`src/rtl/dio_pkg.sv`:
```
package dio_pkg;

  // saturating increment used by the access-delay timers
  function automatic int unsigned sat_next(int unsigned cur, int unsigned lim);
    return (cur >= lim) ? lim : cur + 1;
  endfunction

  // output is meaningful only when driven and both delays have elapsed
  function automatic logic access_ready(logic oe, logic row_ok, logic col_ok);
    return oe & row_ok & col_ok;
  endfunction

  // combined sequencer interlock
  function automatic logic interlock_ok(logic sensed, logic selected);
    return sensed & selected;
  endfunction

endpackage

```
`src/rtl/dio_access_timer.sv`:
```
module dio_access_timer #(
  parameter int unsigned LIMIT = 6
) (
  input  logic clk,
  input  logic rst_n,
  input  logic run,
  output logic done
);
  localparam int unsigned CW = (LIMIT < 2) ? 1 : $clog2(LIMIT + 1);

  generate
    if (LIMIT == 0) begin : g_none
      logic unused_run;
      assign unused_run = run;
      assign done = 1'b1;
    end else begin : g_cnt
      logic [CW-1:0] cnt;
      always_ff @(posedge clk) begin
        if (!rst_n || !run) cnt <= '0;
        else                cnt <= CW'(dio_pkg::sat_next(32'(cnt), LIMIT));
      end
      assign done = (32'(cnt) >= LIMIT);
    end
  endgenerate
endmodule

```
`src/rtl/dio_out_ctrl.sv`:
```
module dio_out_ctrl #(
  parameter int unsigned DW = 4
) (
  input  logic          clk,
  input  logic          rst_n,
  input  logic          cas_n,
  input  logic          we_n,
  input  logic          ilk_ok,
  input  logic [DW-1:0] rd_data,
  output logic [DW-1:0] q,
  output logic          oe,
  output logic          decide_evt
);
  logic decided;

  // one decision per column cycle, gated by the interlocks
  assign decide_evt = !cas_n && ilk_ok && !decided;

  always_ff @(posedge clk) begin
    if (!rst_n) begin
      oe      <= 1'b0;
      decided <= 1'b0;
      q       <= '0;
    end else if (cas_n) begin
      oe      <= 1'b0;
      decided <= 1'b0;
    end else if (decide_evt) begin
      decided <= 1'b1;
      oe      <= we_n;
      if (we_n) q <= rd_data;
    end
  end
endmodule

```
`src/rtl/dio_write_path.sv`:
```
module dio_write_path #(
  parameter int unsigned DW = 4
) (
  input  logic          clk,
  input  logic          rst_n,
  input  logic          cas_n,
  input  logic          we_n,
  input  logic          ilk_ok,
  input  logic [DW-1:0] din,
  output logic          wr_stb,
  output logic [DW-1:0] wr_data,
  output logic          cap_evt
);
  logic both_low, both_low_q, pending;

  assign both_low = !cas_n && !we_n;
  assign cap_evt  = both_low && !both_low_q;

  always_ff @(posedge clk) begin
    if (!rst_n) begin
      both_low_q <= 1'b0;
      pending    <= 1'b0;
      wr_stb     <= 1'b0;
      wr_data    <= '0;
    end else begin
      both_low_q <= both_low;
      wr_stb     <= 1'b0;
      if (cap_evt) begin
        wr_data <= din;
        pending <= 1'b1;
      end else if (cas_n) begin
        pending <= 1'b0;
      end else if (pending && ilk_ok) begin
        wr_stb  <= 1'b1;
        pending <= 1'b0;
      end
    end
  end
endmodule

```
`src/rtl/dram_dio_ctrl.sv`:
```
module dram_dio_ctrl #(
  parameter int unsigned DW    = 4,
  parameter int unsigned T_RAC = 6,
  parameter int unsigned T_CAC = 3
) (
  input  logic          clk,
  input  logic          rst_n,
  input  logic          ras_n,
  input  logic          cas_n,
  input  logic          we_n,
  input  logic [DW-1:0] din,
  input  logic          sense_done,
  input  logic          col_sel,
  input  logic [DW-1:0] rd_data,
  output logic [DW-1:0] q,
  output logic          q_oe,
  output logic          q_valid,
  output logic          wr_stb,
  output logic [DW-1:0] wr_data
);
  logic ilk_ok, row_ok, col_ok, decide_evt, cap_evt;

  assign ilk_ok = dio_pkg::interlock_ok(sense_done, col_sel);

  dio_access_timer #(.LIMIT(T_RAC)) u_row_tmr (
    .clk(clk), .rst_n(rst_n), .run(!ras_n), .done(row_ok)
  );

  dio_access_timer #(.LIMIT(T_CAC)) u_col_tmr (
    .clk(clk), .rst_n(rst_n), .run(!cas_n), .done(col_ok)
  );

  dio_out_ctrl #(.DW(DW)) u_out (
    .clk(clk), .rst_n(rst_n), .cas_n(cas_n), .we_n(we_n), .ilk_ok(ilk_ok),
    .rd_data(rd_data), .q(q), .oe(q_oe), .decide_evt(decide_evt)
  );

  dio_write_path #(.DW(DW)) u_wr (
    .clk(clk), .rst_n(rst_n), .cas_n(cas_n), .we_n(we_n), .ilk_ok(ilk_ok),
    .din(din), .wr_stb(wr_stb), .wr_data(wr_data), .cap_evt(cap_evt)
  );

  assign q_valid = dio_pkg::access_ready(q_oe, row_ok, col_ok);
endmodule

```
`config.mk`:
```
export PLATFORM = sky130hd
export DESIGN_NAME = dram_dio_ctrl
export DESIGN_NICKNAME = d
export VERILOG_FILES = /design/src/rtl/dio_pkg.sv /design/src/rtl/dio_access_timer.sv /design/src/rtl/dio_out_ctrl.sv /design/src/rtl/dio_write_path.sv /design/src/rtl/dram_dio_ctrl.sv
export SDC_FILE = /design/constraint.sdc
export NUM_CORES = 1
export LEC_CHECK = 0
export CAP_MARGIN = 20
export CORE_MARGIN = 5
export CORE_UTILIZATION = 41
export DETAILED_ROUTE_END_ITERATION = 12
export HOLD_SLACK_MARGIN = 0.05
export PLACE_DENSITY = 0.76
export SYNTH_ARGS = -nofsm -noshare
export SYNTH_HDL_FRONTEND = slang
export SYNTH_SLANG_ARGS = --single-unit
```
`constraint.sdc`:
```
create_clock -name clk -period 1.4 [get_ports clk]
set_input_delay 0.28 -clock clk [delete_from_list [all_inputs] [get_ports clk]]
set_output_delay 0.28 -clock clk [all_outputs]
set_load 0.005 [all_outputs]
```
# Yosys cells after proc, flatten, opt, wreduce, memory -nomap -nowiden
# Cells that the tools add are included.
# classes
n_addsub	2
magnitude_cmp	2
n_mux	6
bitwise	5
n_reduce_logical	17
# ops
cell	count
logical AND 1 bit	5
zero test 1 bit	5
two-way mux 1 bit	4
OR reduction 2 bit	2
adder 3 x 1 -> 3 bit, second input constant	1
AND 1 bit	3
>= comparator 3 bit, second input constant	1
two-way mux 3 bit	1
AND reduction 3 bit	1
nonzero test 3 bit	1
OR reduction 3 bit	1
adder 2 x 1 -> 2 bit, second input constant	1
>= comparator 2 bit, second input constant	1
logical OR 1 bit	2
two-way mux 2 bit	1
inverter 1 bit	2
# word_totals
ff_bits	18
input_bits	15
output_inout_bits	11
elab_cells	42

# Depth between registers and ports, before layout
# Gate-level depths: netlist of run 1.
# depth
ltp_word	5
depth_mapped	4

# Modules after synthesis
# A second synthesis of run 1 with hierarchy kept.
# hier_totals
hier_cells	80
area_unflattened_um2	755.7
# modules_own_cells
module	instances	cells_each	area_each_um2	seq_area_each_um2
dio_write_path	1	28	270.3	140.1
dio_out_ctrl	1	26	257.7	120.1
dio_access_timer at u_row_tmr	1	14	137.6	60.1
dio_access_timer at u_col_tmr	1	8	70.1	40.0
dram_dio_ctrl	1	4	20.0	0.0

# Worst setup path before layout of run 1
# OpenSTA, ideal clock, no wires.
# synth_timing
path_type	register to register
start	register u_out.decided
end	register u_out.q[0]
setup_ns	0.072
arrival_time_ns	0.930
t_required_ns	1.328
slack_ns	0.398
stages_incl_launch_ff	3
period_less_slack_ns	1.002
path_cell_list	dfxtp_1 > nor4b_4 > mux2i_1
# synth_via
elab_chain_cells	3
# synth_lines
item	line_no	text
start: declaration	dio_out_ctrl.sv:14	logic decided;
start signal: assignment	dio_out_ctrl.sv:22	decided <= 1'b0;
start signal: assignment	dio_out_ctrl.sv:26	decided <= 1'b0;
start signal: assignment	dio_out_ctrl.sv:28	decided <= 1'b1;
zero test 1 bit	dio_out_ctrl.sv:17	assign decide_evt = !cas_n && ilk_ok && !decided;
logical AND 1 bit	dio_out_ctrl.sv:17	
AND reduction 3 bit (no source line)	--	
end signal: assignment	dio_out_ctrl.sv:30	if (we_n) q <= rd_data;
end: declaration	dio_out_ctrl.sv:10	output logic [DW-1:0] q,
# Every way passes these cells.
# A chain may end at the register's enable or synchronous reset.

# Final worst setup path of run 1
# layout_timing
start	register u_col_tmr.g_cnt.cnt[1]
end	output q_valid
# layout_via
elab_chain_cells	2
# layout_lines
item	line_no	text
start: declaration	dio_access_timer.sv:17	logic [CW-1:0] cnt;
start signal: assignment	dio_access_timer.sv:20	else cnt <= CW'(dio_pkg::sat_next(32'(cnt), LIMIT));
>= comparator 2 bit	dio_access_timer.sv:22	assign done = (32'(cnt) >= LIMIT);
AND 1 bit	dio_pkg.sv:10	return oe & row_ok & col_ok;
end: declaration	dram_dio_ctrl.sv:17	output logic q_valid,
# Every way passes these cells.

==> results.md, run 1 <==
| Metric | Value |
|---|---|
| Outcome | finished, final reports clean |
| Number of violations reported at the end of detailed-routing iteration 0 | 6 |
| Worst Path Arrival | 1.01 ns |
| First-pass GRT wire length | 2490 µm |
| #FFs+latches synth | 18 |
| Cell area after layout | 1075 µm² |
| CTS Buffer Depth | 2 |
| Area Growth Syn to Fin | 57.04% |
| Largest fanout on the critical path | 3 |
| Final Hold Fails | 0 |
| CTS clock-pin slew for the worst setup and hold paths | 0.10 ns |
| Worst Setup Start Kind | register |
| Final Power | 0.9898 mW |
| Post-Route Utilization | 0.6972 |
| Height of the chip | 50.86 µm |
| Worst skew pair latency | 0.29 ns |
| Post-Place Cell Area | 1011 µm² |
| Filler-free cell count of the finished design | 124 |
| Highest achievable clock rate | 777.2 MHz |
| Vias post-DR | 600 |
| Site row count | 14 |
| Via count of the first global-routing pass | 648 |
| Number of different library cells in the post-synthesis netlist | 19 |
| H-tree depth | 1 |
| Count of pins over their slew limit | 0 |
| Worst max-slew margin expressed relative to the limit | 0.7837 |
| Avg Vias per Cell | 4.839 |
| Multi-input logic area | 316.6 µm² |
| Die width | 50.86 µm |
| Total half-perimeter wirelength after legalization and detailed placement | 1098 µm |
| Warnings from Yosys | 0 |
| Critical Path Slowest Stage Cell | sky130_fd_sc_hd__dfxtp_2 |
| Syn Inst Count | 69 |
| Number of instances on the worst hold path | 1 |
| Hold_ws | 0.4461 ns |
| Area contributors post-synth | sky130_fd_sc_hd__dfxtp_1, sky130_fd_sc_hd__mux2i_1, sky130_fd_sc_hd__nand2_1 |
| Reg-to-reg critical path startpoint | u_out.decided |
| Sequential-to-total area share from yosys stat | 0.5265 |
| Port-buffer cells | 25 |
| Number of remaining DRC errors | 0 |
| Avg Inst Size Synth | 9.919 µm² |
| Mapped Area | 684.4 µm² |
| Number of violations of the max-capacitance limit | 0 |
| Pin count of the biggest net entering global routing | 11 |
| Final worst-path cycle share | 0.9190 |
| Placement Setup Slack | -0.1715 ns |
| Setup_tns | 0 ns |
| Final antenna-violating net count | 0 |
| Cell type with the highest aggregate area in the netlist | sky130_fd_sc_hd__dfxtp_1 |
| Area of all sequential standard cells | 375.4 µm² |
| Clock buffer count from CTS | 3 |
| Num Clock Sinks | 18 |
| Number of buffer and inverter instances along the worst setup path | 1 |
| Placer's final routability congestion estimate | 0.6660 |
| Start-to-end type of the worst setup path | reg -> out |
| Family with the most delay on the worst path | flip-flops |
| Proportion of netlist area held by the largest area contributor | 0.5265 |
| Pwr/cell area | 920.9 nW/µm² |
| Worst hold-check path type | reg -> reg |
| Die outline area | 2586 µm² |
| Series of cell instances along the critical path | nand3_1 > nor2_1 > dlygate4sd2_1 |
| DRT Wirelength | 1396 µm |
| Actual slew at the worst max-slew pin | 0.3199 ns |
| Maximum vdd ir drop | 0.5187 mV |
| Global-route total usage across every layer | 0.1202 |
| Initial core utilization | 0.4440 |
| Number of top-level design ports | 26 |
| Critical Path Sink Type | output pin |
| Final routed wire length divided by cell count | 11.26 µm |
| Number of iterations in the first detailed-routing pass | 4 |
| Total of fill cells in the finished design | 125 |
| Antenna violations before repair | 0 |
| Unrepaired setup endpoints after global routing | false |
| Leak pwr | 0.4805 nW |
| Total setup violations reported at the end of the flow | 0 |
| Post-route worst setup slack | 0.1134 ns |
| Worst setup slack for register-to-register paths | 0.34 ns |
| Clock tree root driver cell | sky130_fd_sc_hd__clkbuf_4 |
| Number of antenna repair diodes | 0 |
| Fraction of layout instances using a drive strength above 1 | 0.2778 |
| Endpoint of the most critical register-to-register path | u_out.q[3] |
| Core footprint | 1541 µm² |
| Setup skew after layout | 0.004664 ns |
| Inst Count DP | 117 |
| Congestion Overflow GR | 0 |
| Final min period | 1.287 ns |
| Worst R2R Path Depth | 3 |
| Post-layout net count | 125 |
| Number of nets produced by synthesis | 85 |
| CTS tree | done |
| Hold Path Origin | u_row_tmr.g_cnt.cnt[0] |
| Crit path required time | 1.12 ns |
| Hold endpoint | u_row_tmr.g_cnt.cnt[0] |
| Peak per-stage delay on the critical path | 0.35 ns |
worst max-delay path by stage:
| stage | start | to | slack [ns] | cells past startpoint |
|---|---|---|---|---|
| global placement | cas_n | u_wr.wr_data[0] | -0.16 | 4 |
| floorplan | u_out.decided | u_out.q[0] | 0.40 | 2 |
| CTS | u_wr.wr_stb | wr_stb | 0.002 | 1 |
| global route | u_col_tmr.g_cnt.cnt[1] | q_valid | 0.01 | 3 |
| finish | u_col_tmr.g_cnt.cnt[1] | q_valid | 0.11 | 3 |
| detailed placement | cas_n | u_wr.wr_data[3] | -0.17 | 4 |
layer usage:
metal  vias to the layer above  wire length [µm]  track usage
li1                        313                 -            -
met1                       270               622       0.1319
met2                        17               677       0.2211
met3                         0                95      0.03198
met4                         0                 0      0.03830
met5                         -                 0            0
where the power goes:
group          internal (mW)  switching [mW]
Clock                  0.158           0.158
Combinational         0.0835          0.0479
Sequential             0.532          0.0106
Total                  0.773           0.216
sequential cells by signal, indices dropped and copies added, names as in the netlist:
name	flops
u_col_tmr.g_cnt.cnt	2
u_out.decided	1
u_out.oe	1
u_out.q	4
u_row_tmr.g_cnt.cnt	3
u_wr.both_low_q	1
u_wr.pending	1
u_wr.wr_data	4
u_wr.wr_stb	1
cells in the final DEF (no fill, tap or decap):
| cell type | instances |
|---|---|
| sky130_fd_sc_hd__clkdlybuf4s50_1 | 14 |
| sky130_fd_sc_hd__dfxtp_2 | 12 |
| sky130_fd_sc_hd__buf_4 | 11 |
| sky130_fd_sc_hd__nand2_1 | 10 |
| sky130_fd_sc_hd__nor2_1 | 10 |
| sky130_fd_sc_hd__dlygate4sd2_1 | 10 |
| sky130_fd_sc_hd__mux2i_1 | 8 |
| sky130_fd_sc_hd__dfxtp_1 | 6 |
| sky130_fd_sc_hd__a21oi_1 | 5 |
| sky130_fd_sc_hd__nor2b_1 | 4 |
| sky130_fd_sc_hd__clkbuf_4 | 3 |
| sky130_fd_sc_hd__nand2b_1 | 2 |
| sky130_fd_sc_hd__nand3_1 | 1 |
| sky130_fd_sc_hd__nor3_4 | 1 |
| sky130_fd_sc_hd__nand2_2 | 1 |
| sky130_fd_sc_hd__nor4b_1 | 1 |
| sky130_fd_sc_hd__nor3b_1 | 1 |
| sky130_fd_sc_hd__nor3_1 | 1 |
| sky130_fd_sc_hd__nand4b_1 | 1 |
| sky130_fd_sc_hd__o21ai_0 | 1 |
| sky130_fd_sc_hd__nor4b_4 | 1 |
| sky130_fd_sc_hd__inv_1 | 1 |
| sky130_fd_sc_hd__ha_1 | 1 |
| sky130_fd_sc_hd__clkbuf_8 | 1 |
| sky130_fd_sc_hd__dlymetal6s2s_1 | 1 |
timing repair:
action	in CTS	in global routing
hold buffers	0	0
resized for setup	22	1
setup endpoints to repair	11	1
buffers inserted	3	0
kinds of logic (layout without fill, tap and decap cells):
family                   after synthesis  in the layout  share of synthesized area
AO/OA/AOI/OAI                          6              6                    0.04386
adder cells (fa/ha/maj)                1              1                    0.01828
buffers and inverters                  2             41                    0.01096
flip-flops                            18             18                     0.5265
multiplexers                           8              8                     0.1170
AND/OR/NAND/NOR                       34             34                     0.2834
cells in the mapped netlist:
cell / instances
sky130_fd_sc_hd__clkbuf_1: 1
sky130_fd_sc_hd__o21ai_0: 1
sky130_fd_sc_hd__nor2_1: 10
sky130_fd_sc_hd__nor3_1: 1
sky130_fd_sc_hd__dfxtp_1: 18
sky130_fd_sc_hd__nor3_4: 1
sky130_fd_sc_hd__ha_1: 1
sky130_fd_sc_hd__nand3_1: 1
sky130_fd_sc_hd__a21oi_1: 5
sky130_fd_sc_hd__nand2_2: 1
sky130_fd_sc_hd__mux2i_1: 8
sky130_fd_sc_hd__nand4b_1: 1
sky130_fd_sc_hd__nand2_1: 10
sky130_fd_sc_hd__inv_1: 1
sky130_fd_sc_hd__nor3b_1: 1
sky130_fd_sc_hd__nor2b_1: 4
sky130_fd_sc_hd__nor4b_4: 1
sky130_fd_sc_hd__nand2b_1: 2
sky130_fd_sc_hd__nor4b_1: 1
worst reg2reg max path: cells and delay by family, from the launching register on:
family / cells / cell delay (ns)
AND/OR/NAND/NOR: 1 / 0.27
flip-flops: 1 / 0.37
multiplexers: 1 / 0.18
buffers and inverters: 1 / 0.18
cell type report:
class | count | area share
flip-flops and latches | 18 | 0.3492
repair buffers | 36 | 0.3003
inverters | 1 | 0.003492
multi-input cells | 49 | 0.2945
well taps | 16 | 0.01863
clock buffers | 4 | 0.03376
Note: power is estimated with default switching activity, not from simulation.
==> inputs of run 2 (changes only) <==
--- a/config.mk
+++ b/config.mk
@@ -7,10 +7,11 @@
 export LEC_CHECK = 0
 export CAP_MARGIN = 20
 export CORE_MARGIN = 5
-export CORE_UTILIZATION = 41
+export CORE_UTILIZATION = 44
+export CTS_BUF_LIST = sky130_fd_sc_hd__clkbuf_8
 export DETAILED_ROUTE_END_ITERATION = 12
 export HOLD_SLACK_MARGIN = 0.05
-export PLACE_DENSITY = 0.76
+export PLACE_DENSITY = 0.81
 export SYNTH_ARGS = -nofsm -noshare
 export SYNTH_HDL_FRONTEND = slang
 export SYNTH_SLANG_ARGS = --single-unit
==> run 2 against run 1 <==
  * Clock power up 32%
  * Sequential power about the same
  * Register-to-register slack better by 0.02 ns
  * Die area down 5.5%
  * Largest power group unchanged
  * Utilization up 2.7 points
  * Routed wire length up 7.1%
==> results.md, run 2 (synthesis results as in run 1) <==
| Metric | Value |
|---|---|
| Outcome | finished, final reports clean |
| Series of cell instances along the critical path | clkdlybuf4s50_1 |
| Worst skew pair latency | 0.25 ns |
| Start-to-end type of the worst setup path | reg -> out |
| Setup_tns | 0 ns |
| Height of the chip | 49.44 µm |
| Most common cell after layout, fill and taps aside | sky130_fd_sc_hd__clkdlybuf4s50_1 |
| Via count of the first global-routing pass | 668 |
| Initial core utilization | 0.4597 |
| Final worst-path cycle share | 0.9662 |
| Largest registers | u_out.q (4), u_wr.wr_data (4), u_row_tmr.g_cnt.cnt (3) |
| Unrepaired setup endpoints after global routing | false |
| Leak pwr | 0.5165 nW |
| Avg Vias per Cell | 4.992 |
| Worst Setup Start Kind | register |
| H-tree depth | 1 |
| Fraction of layout instances using a drive strength above 1 | 0.1923 |
| Post-route worst setup slack | 0.04731 ns |
| Maximum vdd ir drop | 0.8042 mV |
| Die width | 49.44 µm |
| Clock tree root driver cell | sky130_fd_sc_hd__clkbuf_8 |
| Largest fanout on the critical path | 3 |
| Worst R2R Path Depth | 3 |
| Global-route total usage across every layer | 0.1436 |
| Die outline area | 2444 µm² |
| Final antenna-violating net count | 0 |
| DRT Wirelength | 1495 µm |
| Highest achievable clock rate | 739.3 MHz |
| Port-buffer cells | 25 |
| Total half-perimeter wirelength after legalization and detailed placement | 1177 µm |
| Num Clock Sinks | 18 |
| Number of instances on the worst hold path | 1 |
| Area Growth Syn to Fin | 57.59% |
| Critical path depth | 1 |
| Net Sw Frac | 0.2073 |
| Placement Setup Slack | -0.2022 ns |
| Critical Path Slowest Stage Cell | sky130_fd_sc_hd__clkdlybuf4s50_1 |
| Pwr/cell area | 1008 nW/µm² |
| Number of iterations in the first detailed-routing pass | 5 |
| Total of fill cells in the finished design | 126 |
| Antenna violations before repair | 0 |
| Number of violations of the max-capacitance limit | 0 |
| CTS tree | done |
| CTS clock-pin slew for the worst setup and hold paths | 0.07 ns |
| CTS Buffer Depth | 2 |
| Commonest cells after routing, fill and taps aside | sky130_fd_sc_hd__clkdlybuf4s50_1, sky130_fd_sc_hd__dfxtp_1, sky130_fd_sc_hd__nand2_1, sky130_fd_sc_hd__nor2_1, sky130_fd_sc_hd__mux2i_1 |
| Worst max-slew margin expressed relative to the limit | 0.7898 |
| Crit path required time | 1.12 ns |
| Placer's final routability congestion estimate | 0.7365 |
| Clock network fraction of design power | 0.383 |
| Number of violations reported at the end of detailed-routing iteration 0 | 11 |
| Multi-input logic area | 316.6 µm² |
| Vias post-DR | 599 |
| Total setup violations reported at the end of the flow | 0 |
| Count of pins over their slew limit | 0 |
| Peak per-stage delay on the critical path | 0.49 ns |
| Final min period | 1.353 ns |
| Clock buffer count from CTS | 3 |
| Pin count of the biggest net entering global routing | 13 |
| Worst hold-check path type | reg -> reg |
| Sequential power share | 0.499 |
| Number of remaining DRC errors | 0 |
| Site row count | 14 |
| Post-layout net count | 121 |
| Worst Path Arrival | 1.07 ns |
| Number of top-level design ports | 26 |
| Post-Route Utilization | 0.7244 |
| Switching power | 0.2252 mW |
| Worst setup slack for register-to-register paths | 0.36 ns |
| Number of antenna repair diodes | 0 |
| Final routed wire length divided by cell count | 12.46 µm |
| Number of buffer and inverter instances along the worst setup path | 1 |
| Family with the most delay on the worst path | buffers and inverters |
| First-pass GRT wire length | 2732 µm |
| Critical Path Sink Type | output pin |
| Setup skew after layout | 0.0006986 ns |
| Final Hold Fails | 0 |
| Actual slew at the worst max-slew pin | 0.3143 ns |
| Area of all sequential standard cells | 367.9 µm² |
| Congestion Overflow GR | 0 |
| Share of power burned in combinational logic | 0.118 |
| Core footprint | 1489 µm² |
| Internal power summed over all cells | 0.8614 mW |
==> run 2: changes by cell type in the layout (fill, tap and decap cells not counted), moves of 4 or more <==
cell                             previous run  this run
sky130_fd_sc_hd__buf_4                     11         7
sky130_fd_sc_hd__dlygate4sd2_1             10         2
sky130_fd_sc_hd__dfxtp_2                   12         6
sky130_fd_sc_hd__dlymetal6s2s_1             1         6
sky130_fd_sc_hd__dfxtp_1                    6        12
==> run 2: metrics by stage <==
stage	instance area (µm²)	hold slack (ns)	std cells	power [mW]
finish	1079	0.4337	120	1.087
global route	1079	0.4522	120	1.150
CTS	1061	0.4309	120	1.106
detailed placement	996.0	0.4212	115	0.6833
global placement	996.0	0.4173	115	0.6784
floorplan	684.4	0.3524	69	0.5979
==> run 2: repair_timing <==
action / in CTS / in global routing
resized for setup: 6 / 8
buffers inserted: 1 / 0
hold buffers: 0 / 0
setup endpoints to repair: 2 / 8
endpoints found under the hold margin: 0 / 0
==> run 2: cell type report <==
type | count | area share
multi-input combinational | 49 | 0.2935
tap | 16 | 0.01856
clock buffer | 4 | 0.05104
timing repair buffer | 32 | 0.2923
sequential | 18 | 0.3411
inverter | 1 | 0.003480
==> run 2: power groups by stage <==
stage | sequential [mW] | clock (mW) | combinational (mW)
floorplan | 0.552 | 0 | 0.0458
global placement | 0.552 | 0 | 0.126
detailed placement | 0.553 | 0 | 0.130
CTS | 0.542 | 0.432 | 0.132
global route | 0.544 | 0.464 | 0.142
finish | 0.542 | 0.416 | 0.129
==> run 2: per-layer routing <==
layer | global-route usage | vias up | wire, µm
met5 | 0 | - | 0
met4 | 0.06550 | 0 | 0
met3 | 0.05810 | 0 | 133
met2 | 0.2468 | 21 | 804
met1 | 0.1506 | 279 | 557
li1 | - | 299 | -
==> run 2: final timing paths <==
kind / start / end
worst max-delay path: u_out.oe / q_oe
worst min-delay path: u_row_tmr.g_cnt.cnt[0] / u_row_tmr.g_cnt.cnt[0]
worst max register to register: u_out.decided / u_out.q[0]
worst min register to register: u_row_tmr.g_cnt.cnt[0] / u_row_tmr.g_cnt.cnt[0]
